[src/rtl/vls_pkg.sv]
`timescale 1ns/1ps
package vls_pkg;

   typedef enum logic [2:0] {
      ST_IDLE,
      ST_ADDR,
      ST_REQ,
      ST_WAIT,
      ST_WB,
      ST_DONE
   } vls_state_e;

endpackage

[src/rtl/vls_csr_match.sv]
`timescale 1ns/1ps
// Priority search of the offset table: lowest index that names the key wins.
module vls_csr_match #(
   parameter int XLEN    = 32,
   parameter int REG_AW  = 5,
   parameter int NUM_ENT = 2
) (
   input  logic [REG_AW-1:0]         key,
   input  logic [XLEN-1:0]           imm,
   input  logic [NUM_ENT*REG_AW-1:0] ent_reg,
   input  logic [NUM_ENT*XLEN-1:0]   ent_off,
   input  logic [NUM_ENT-1:0]        ent_mode,
   output logic [XLEN-1:0]           off_sel,
   output logic [XLEN-1:0]           stride_sel
);

   logic [NUM_ENT-1:0] hit;

   generate
      for (genvar k = 0; k < NUM_ENT; k++) begin : g_ent
         assign hit[k] = (ent_reg[k*REG_AW +: REG_AW] == key);
      end
   endgenerate

   always_comb begin
      off_sel    = '0;
      stride_sel = XLEN'(1);
      for (int k = NUM_ENT - 1; k >= 0; k--) begin
         if (hit[k]) begin
            off_sel    = ent_off[k*XLEN +: XLEN];
            stride_sel = ent_mode[k] ? imm : XLEN'(1);
         end
      end
   end

endmodule

[src/rtl/vls_addr_calc.sv]
`timescale 1ns/1ps
// Element address: (offset * index + base value) * stride, wrapping at XLEN bits.
module vls_addr_calc #(
   parameter int XLEN  = 32,
   parameter int IDX_W = 6
) (
   input  logic [XLEN-1:0]  off,
   input  logic [IDX_W-1:0] idx,
   input  logic [XLEN-1:0]  base_val,
   input  logic [XLEN-1:0]  stride,
   output logic [XLEN-1:0]  addr
);

   logic [XLEN-1:0] idx_x;
   logic [XLEN-1:0] scaled;
   logic [XLEN-1:0] summed;

   generate
      if (IDX_W >= XLEN) begin : g_trunc
         assign idx_x = idx[XLEN-1:0];
      end else begin : g_zext
         assign idx_x = {{(XLEN-IDX_W){1'b0}}, idx};
      end
   endgenerate

   assign scaled = off * idx_x;
   assign summed = scaled + base_val;
   assign addr   = summed * stride;

endmodule

[src/rtl/vls_ctrl.sv]
`timescale 1ns/1ps
// Element sequencing FSM: one request in flight, ascending element order.
module vls_ctrl
   import vls_pkg::*;
#(
   parameter int VL_W = 6
) (
   input  logic            clk,
   input  logic            rst_n,
   input  logic            start,
   input  logic [VL_W-1:0] vec_len,
   input  logic            req_ready,
   input  logic            rsp_valid,
   output logic [VL_W-1:0] idx,
   output logic            load,
   output logic            cap_addr,
   output logic            cap_data,
   output logic            req_valid,
   output logic            wb_en,
   output logic            busy,
   output logic            done
);

   vls_state_e      st_q;
   logic [VL_W-1:0] idx_q;
   logic [VL_W-1:0] len_q;
   logic            last;

   assign last = ({1'b0, idx_q} + (VL_W+1)'(1)) == {1'b0, len_q};

   always_ff @(posedge clk or negedge rst_n) begin
      if (!rst_n) begin
         st_q  <= ST_IDLE;
         idx_q <= '0;
         len_q <= '0;
      end else begin
         unique case (st_q)
            ST_IDLE: begin
               if (start) begin
                  len_q <= vec_len;
                  idx_q <= '0;
                  st_q  <= (vec_len == '0) ? ST_DONE : ST_ADDR;
               end
            end
            ST_ADDR: st_q <= ST_REQ;
            ST_REQ:  if (req_ready) st_q <= ST_WAIT;
            ST_WAIT: if (rsp_valid) st_q <= ST_WB;
            ST_WB: begin
               if (last) begin
                  st_q <= ST_DONE;
               end else begin
                  idx_q <= idx_q + VL_W'(1);
                  st_q  <= ST_ADDR;
               end
            end
            ST_DONE: st_q <= ST_IDLE;
            default: st_q <= ST_IDLE;
         endcase
      end
   end

   assign idx       = idx_q;
   assign load      = (st_q == ST_IDLE) && start;
   assign cap_addr  = (st_q == ST_ADDR);
   assign cap_data  = (st_q == ST_WAIT) && rsp_valid;
   assign req_valid = (st_q == ST_REQ);
   assign wb_en     = (st_q == ST_WB);
   assign busy      = (st_q != ST_IDLE);
   assign done      = (st_q == ST_DONE);

endmodule

[src/rtl/vload_seq.sv]
`timescale 1ns/1ps
module vload_seq #(
   parameter int XLEN    = 32,
   parameter int REG_AW  = 5,
   parameter int VL_W    = 6,
   parameter int NUM_ENT = 2
) (
   input  logic                      clk,
   input  logic                      rst_n,
   input  logic                      start,
   input  logic [REG_AW-1:0]         dst_reg,
   input  logic [REG_AW-1:0]         base_reg,
   input  logic [XLEN-1:0]           imm_off,
   input  logic [VL_W-1:0]           vec_len,
   input  logic [NUM_ENT*REG_AW-1:0] ent_reg,
   input  logic [NUM_ENT*XLEN-1:0]   ent_off,
   input  logic [NUM_ENT-1:0]        ent_mode,
   output logic                      busy,
   output logic                      done,
   output logic [REG_AW-1:0]         rf_raddr,
   input  logic [XLEN-1:0]           rf_rdata,
   output logic                      mem_req_valid,
   input  logic                      mem_req_ready,
   output logic [XLEN-1:0]           mem_req_addr,
   input  logic                      mem_rsp_valid,
   input  logic [XLEN-1:0]           mem_rsp_data,
   output logic                      rf_we,
   output logic [REG_AW-1:0]         rf_waddr,
   output logic [XLEN-1:0]           rf_wdata
);

   generate
      if (XLEN < 8)     begin : g_bad_xlen   $error("vload_seq: XLEN below 8");     end
      if (REG_AW < 1)   begin : g_bad_regaw  $error("vload_seq: REG_AW below 1");   end
      if (VL_W < 1)     begin : g_bad_vlw    $error("vload_seq: VL_W below 1");     end
      if (NUM_ENT < 1)  begin : g_bad_nent   $error("vload_seq: NUM_ENT below 1");  end
   endgenerate

   localparam int IDX_W = VL_W;

   logic [IDX_W-1:0]  idx;
   logic              load, cap_addr, cap_data, wb_en;
   logic [XLEN-1:0]   off_sel, stride_sel, addr_nx;
   logic [REG_AW-1:0] dst_q, base_q;
   logic [XLEN-1:0]   off_q, stride_q, addr_q, data_q;
   logic [REG_AW-1:0] idx_r;

   vls_ctrl #(.VL_W(VL_W)) u_ctrl (
      .clk       (clk),
      .rst_n     (rst_n),
      .start     (start),
      .vec_len   (vec_len),
      .req_ready (mem_req_ready),
      .rsp_valid (mem_rsp_valid),
      .idx       (idx),
      .load      (load),
      .cap_addr  (cap_addr),
      .cap_data  (cap_data),
      .req_valid (mem_req_valid),
      .wb_en     (wb_en),
      .busy      (busy),
      .done      (done)
   );

   vls_csr_match #(.XLEN(XLEN), .REG_AW(REG_AW), .NUM_ENT(NUM_ENT)) u_match (
      .key        (base_reg),
      .imm        (imm_off),
      .ent_reg    (ent_reg),
      .ent_off    (ent_off),
      .ent_mode   (ent_mode),
      .off_sel    (off_sel),
      .stride_sel (stride_sel)
   );

   vls_addr_calc #(.XLEN(XLEN), .IDX_W(IDX_W)) u_addr (
      .off      (off_q),
      .idx      (idx),
      .base_val (rf_rdata),
      .stride   (stride_q),
      .addr     (addr_nx)
   );

   always_ff @(posedge clk or negedge rst_n) begin
      if (!rst_n) begin
         dst_q    <= '0;
         base_q   <= '0;
         off_q    <= '0;
         stride_q <= XLEN'(1);
      end else if (load) begin
         dst_q    <= dst_reg;
         base_q   <= base_reg;
         off_q    <= off_sel;
         stride_q <= stride_sel;
      end
   end

   always_ff @(posedge clk or negedge rst_n) begin
      if (!rst_n) begin
         addr_q <= '0;
         data_q <= '0;
      end else begin
         if (cap_addr) addr_q <= addr_nx;
         if (cap_data) data_q <= mem_rsp_data;
      end
   end

   assign idx_r        = REG_AW'(idx);
   assign rf_raddr     = base_q + idx_r;
   assign mem_req_addr = addr_q;
   assign rf_we        = wb_en;
   assign rf_waddr     = dst_q + idx_r;
   assign rf_wdata     = data_q;

endmodule

[config.mk]
export PLATFORM = sky130hd
export DESIGN_NAME = vload_seq
export DESIGN_NICKNAME = d
export VERILOG_FILES = /design/src/rtl/vls_pkg.sv /design/src/rtl/vls_csr_match.sv /design/src/rtl/vls_addr_calc.sv /design/src/rtl/vls_ctrl.sv /design/src/rtl/vload_seq.sv
export SDC_FILE = /design/constraint.sdc
export NUM_CORES = 2
export LEC_CHECK = 0
export BUFFER_PORTS_ARGS = -buffer_cell sky130_fd_sc_hd__buf_2
export CORE_MARGIN = 8
export CORE_UTILIZATION = 40
export CTS_CLUSTER_SIZE = 40
export DETAILED_ROUTE_END_ITERATION = 7
export PLACE_DENSITY = 0.61
export SLEW_MARGIN = 30
export SYNTH_ARGS = -nofsm -noshare
export SYNTH_HDL_FRONTEND = slang
export SYNTH_SLANG_ARGS = --single-unit
[constraint.sdc]
create_clock -name clk -period 13.5 [get_ports clk]
set_clock_uncertainty 0.05 [all_clocks]
set_input_delay 0.675 -clock clk [delete_from_list [all_inputs] [get_ports clk]]
set_output_delay 0.675 -clock clk [all_outputs]
set_load 0.02 [all_outputs]
# Word-level counts from Yosys, hierarchy flattened
# Index checks and enable logic that the tools add are counted.
[classes]
mux = 15
reduce_logical = 9
n_eq_ne = 12
add_sub_neg = 5
multipliers = 2
[op_table]
columns = ["operator", "count"]
rows = [
  ["$mux 32", 6],
  ["$add 32x32->32", 1],
  ["$mul 32x32->32", 1],
  ["$mul 32x6->32", 1],
  ["$mux 3", 5],
  ["$pmux 3 s5", 1],
  ["$mux 6", 2],
  ["$pmux 6 s2", 1],
  ["$add 5x5->5", 2],
  ["$eq 5x5->1", 2],
  ["$add 6x1->7 const B", 1],
  ["$eq 7x6->1", 1],
  ["$add 6x1->6 const B", 1],
  ["$eq 3x2->1 const B", 2],
  ["$eq 3x3->1 const B", 2],
  ["$logic_not 6->1", 1],
  ["$ne 2x2->1 const B", 3],
  ["$reduce_and 3->1", 2],
  ["$eq 3x1->1 const B", 1],
  ["$logic_not 3->1", 1],
  ["$reduce_bool 3->1", 1],
  ["$logic_and 1x1->1", 2],
  ["$ne 2x1->1 const B", 1],
  ["$reduce_and 2->1", 1],
  ["$reduce_bool 2->1", 1],
]
[totals]
regBits = 153
wordCells = 52
in_bits = 193
out_inout_bits = 78

# Depth between registers and ports, before layout
[logic_depth]
ltp_word = 4
ltp_mapped = 53
mapped_depth_nobuf = 50

# Hierarchy
# From an unflattened synthesis, not the netlist that was laid out.
[hier_totals]
cells_unflattened = 2993
area_unflattened_um2 = 28941.5
[modules_own_cells]
columns = ["mod", "area_per_inst_um2", "n_inst", "seq_area_each_um2", "cells_per_inst"]
rows = [
  ["vls_addr_calc", 21411.8, 1, 0.0, 2391],
  ["vload_seq", 5537.8, 1, 3454.6, 331],
  ["vls_ctrl", 1036.0, 1, 375.4, 101],
  ["vls_csr_match", 955.9, 1, 0.0, 170],
]

# Worst setup path after synthesis
# No wires, ideal clock.
[synth_path]
path_type = "register to register"
startpoint = "register u_ctrl.idx_q[4], in the netlist u_ctrl.idx[4]"
endpoint = "register addr_q[31], in the netlist mem_req_addr[31]"
synth_period_minus_slack_ps = 12308
n_path_buf = 4
required_time_ps = 13320
setup_ps = 130
arrival_ps = 12128
path_stages_with_launch = 52
setup_slack_ps = 1192
cell_sequence = "dfrtp_1 clkbuf_1 clkbuf_1 clkbuf_1 nand2_1 fa_1 fa_1 fa_1 inv_1 fa_1 ha_1 buf_6 a211o_1 a31oi_1 o21bai_1 a211oi_4 o21ai_1 a21oi_1 [16 not listed] fa_1 inv_1 fa_1 xor2_1 xnor2_1 xnor2_1 xnor2_1 xnor2_1 xnor2_1 xnor2_1 xnor3_1 xnor2_1 xnor2_1 xnor2_1 xnor3_1 xnor2_2 xnor2_1 o21ai_1"
[synth_via]
elab_chain_len = 3
[synth_lines]
columns = ["element", "line_no", "source"]
rows = [
  ["start: declaration", "vls_ctrl.sv:25", "logic [VL_W-1:0] idx_q;"],
  ["start signal: assignment", "vls_ctrl.sv:52", "idx_q <= idx_q + VL_W'(1);"],
  ["$mul 32x6->32", "vls_addr_calc.sv:26", "assign scaled = off * idx_x;"],
  ["$add 32x32->32", "vls_addr_calc.sv:27", "assign summed = scaled + base_val;"],
  ["$mul 32x32->32", "vls_addr_calc.sv:28", "assign addr = summed * stride;"],
  ["end signal: assignment", "vload_seq.sv:102", "if (cap_addr) addr_q <= addr_nx;"],
  ["end: declaration", "vload_seq.sv:45", "logic [XLEN-1:0] off_q, stride_q, addr_q, data_q;"],
]
# No other way between the ends.
# A chain may end at the register's enable or synchronous reset.

# Worst setup path in the final report
[layout_path]
startpoint = "register u_ctrl.idx_q[0], in the netlist u_ctrl.idx[0]"
endpoint = "register addr_q[31], in the netlist mem_req_addr[31]"
# The elaborated chain is that of the path after synthesis.

==> run metrics <==
pre-CTS WS=632 ps; Slew Limit Fails=0; Worst-Margin Slew=around 980 ps; syn nets=slightly below 4k; I/O Pins=approximately 270; r2r worst-path depth=between 40 and 50; worst hold-check path type=input pin to flop; Worst R2R Start=u_ctrl.idx[0]; FF-to-FF End=mem_req_addr[31]; Pleak=about 15 nW; Final Cell Area=around 31000 um2; clk_lat worst skew=500 ps; commonest cells in the netlist=inv_1, fa_1, nand2_1, and2_1, ha_1; routed via count=20.3k; WHS Endpoint=dst_q[0]; Synth area leader=fa_1; max-cap violation count=0; placed cell area=30400 um2; CP startpoint kind=flop; async set-reset flop share out of synthesis=100%; TritonCTS clock tree=done; Die ar.=approximately 79000 um2; H-tree Lvls=4; TNS Setup=0 ps; CP required=~14000 ps; RSZ-0062 raised after global routing=no; routed vias/inst=around 5; YS warnings=0; die width=280 um; WS Path Type=flop to flop; Critical Path Fanout Max=19; Fillers=approximately 6.9k; dpl cells=around 4.1k; Pwr Density=224 nW/um2; clock sinks=between 150 and 200; sequential share of the synthesized area=a little over an eighth; ys flop type=dfrtp_1; Final nets=about 4.1k; run status=finished clean; Site Rows=97; Avg Synthesized Cell Area=~9.2 um2; R2R setup slack=slightly above 700 ps; Data arrival, critical path=roughly 13000 ps; number of DRC markers in iteration 0=930; Detail Route Antenna Nets=0; CTS Buf Count=17; Clock Pin Slew Worst Setup and Hold Paths=~90 ps; fin crit share=roughly 95%; Hold Vio Cnt, Final=0; vias in the first global route=between 20k and 25k; CP max-delay cell=dfrtp_1; largest net degree at the start of global routing=between 80 and 90; Starting Density=around 40%; GP Congestion=around 0.86; most used cell, CP=fa_1; Port Buf Inserts=270; area grow syn2layout=11.1%; Root Driver=clkbuf_16; Final setup viols=0; worst vdd ir=between 0.1 and 0.15 mV; Synth top area share=around two fifths; mapped cell area=between 20000 and 30000 um2; Max Clk Rate=roughly 0.078 GHz; Synth area leaders=fa_1, dfrtp_1, inv_1; Avg WL per Cell=17.4 um; grt ovf=0; share of cells above drive strength 1=between 10 and 15%; number of synthesized flops with an enable pin=0; Netlist cell types=60; First-pass DRT Iterations=5; post-DP HPWL=between 60 and 70 mm; fin crit period=about 13000 ps; clk buf depth=2; Core ar.=~70000 um2; GRT Overall Usage=about a fifth; final wirelength=approximately 73 mm; first-pass GRT wire length=~120 mm; Worst Setup End Kind=flop; Worst slew margin=between 30% and 40%; synthesized instance count=3028; Final WS setup=722 ps; Seq cells post-synth=between 150 and 200; CP peak stage delay=between 600 and 700 ps; hold path start=dst_reg[0]; initial antenna violation count=6; Die Y=280 um; Finished Layout Cells=4179; DRC viols=0; most frequent cell after synthesis=inv_1; WHS Path Cells=3
per-layer routing:
| layer | GRT usage [%] | routed length, um |
|---|---|---|
| met4 | 4.66 | 1480 |
| met1 | 24.4 | 31700 |
| met5 | 0 | 32 |
| met2 | 33.0 | 35700 |
| met3 | 3.93 | 3910 |
cell families (layout without fill, tap and decap cells):
logic type,count (synthesis),after routing,synth area share [%]
flip-flops,153,153,13.7
buffers and inverters,730,937,9.84
XOR/XNOR,137,137,4.75
AND/OR/NAND/NOR,995,995,17.1
multiplexers,34,34,1.36
AO/OA/AOI/OAI,261,261,6.38
adder cells (fa/ha/maj),718,718,46.8
other,0,4,0
final cells by class:
class | count | area, um2 | area share, %
antenna | 4 | 10.0 | 0.0322
clock buffer | 17 | 425 | 1.37
clock inverter | 15 | 211 | 0.681
inverter | 584 | 2190 | 7.06
multi-input combinational | 2145 | 21400 | 69.0
sequential | 153 | 3830 | 12.3
tap | 940 | 1180 | 3.79
timing repair buffer | 321 | 1770 | 5.69
worst max-delay path by stage:
stage / endpoint / slack [ps] / from / depth (start not counted)
final: mem_req_addr[31] / 720 / u_ctrl.idx[0] / 49
after global routing: mem_req_addr[31] / 20 / u_ctrl.idx[0] / 49
after CTS: mem_req_addr[31] / 620 / u_ctrl.idx[1] / 46
after detailed placement: mem_req_addr[31] / 630 / u_ctrl.idx[1] / 46
after global placement: mem_req_addr[31] / 830 / u_ctrl.idx[1] / 46
after floorplan: mem_req_addr[31] / 1190 / u_ctrl.idx[4] / 51
worst max-delay path: cells and delay by family (launching register included):
family | cells | cell delay, ps
buf+inv | 8 | 780
fa+ha+maj | 13 | 6010
xor+xnor | 15 | 2770
compound gates | 11 | 2060
flops | 1 | 680
simple gates | 2 | 280
power breakdown:
group,total (mW),internal [mW],switching [mW]
sequential,0.862,0.645,0.217
combinational,5.57,2.18,3.39
clock,0.536,0.257,0.279
registers in the layout (all words and copies together) (netlist names):
signal	cells
off_q	32
u_ctrl.idx	6
dst_q	5
u_ctrl.len_q	6
u_ctrl.st_q	3
stride_q	32
base_q	5
rf_wdata	32
mem_req_addr	32
what timing repair did:
item,CTS,global route
endpoints found under the hold margin,0,23
resized for setup,0,2
setup endpoints to repair,0,1
hold buffers,0,1
setup buffers,0,0
stage by stage:
| stage | util [%] | hold WS [ps] | total power, mW |
|---|---|---|---|
| after floorplan | - | 329 | 4.71 |
| after CTS | 44.5 | 233 | 7.07 |
| after detailed placement | 43.6 | 403 | 6.52 |
| after global routing | 44.6 | 307 | 7.74 |
| final | 44.6 | 319 | 6.97 |
| after global placement | 43.6 | 401 | 6.44 |
cell usage in the layout, fill, tap and decap left out, types with 25 or more instances in the layout:
cell / netlist / routed
nor2_1: 106 / 103
a21o_1: 25 / 25
mux2_2: 32 / 32
nand2_1: 458 / 458
nand2b_1: 29 / 29
xnor2_1: 89 / 84
inv_1: 584 / 584
and2_1: 325 / 325
ha_1: 171 / 171
dfrtp_1: 152 / 151
a21oi_1: 47 / 47
a22o_1: 31 / 31
a221oi_1: 35 / 35
buf_2: 2 / 269
fa_1: 547 / 547
xor2_1: 37 / 36
o21ai_0: 58 / 58
buf_4: 0 / 48
(Power assumes the default switching activity.)
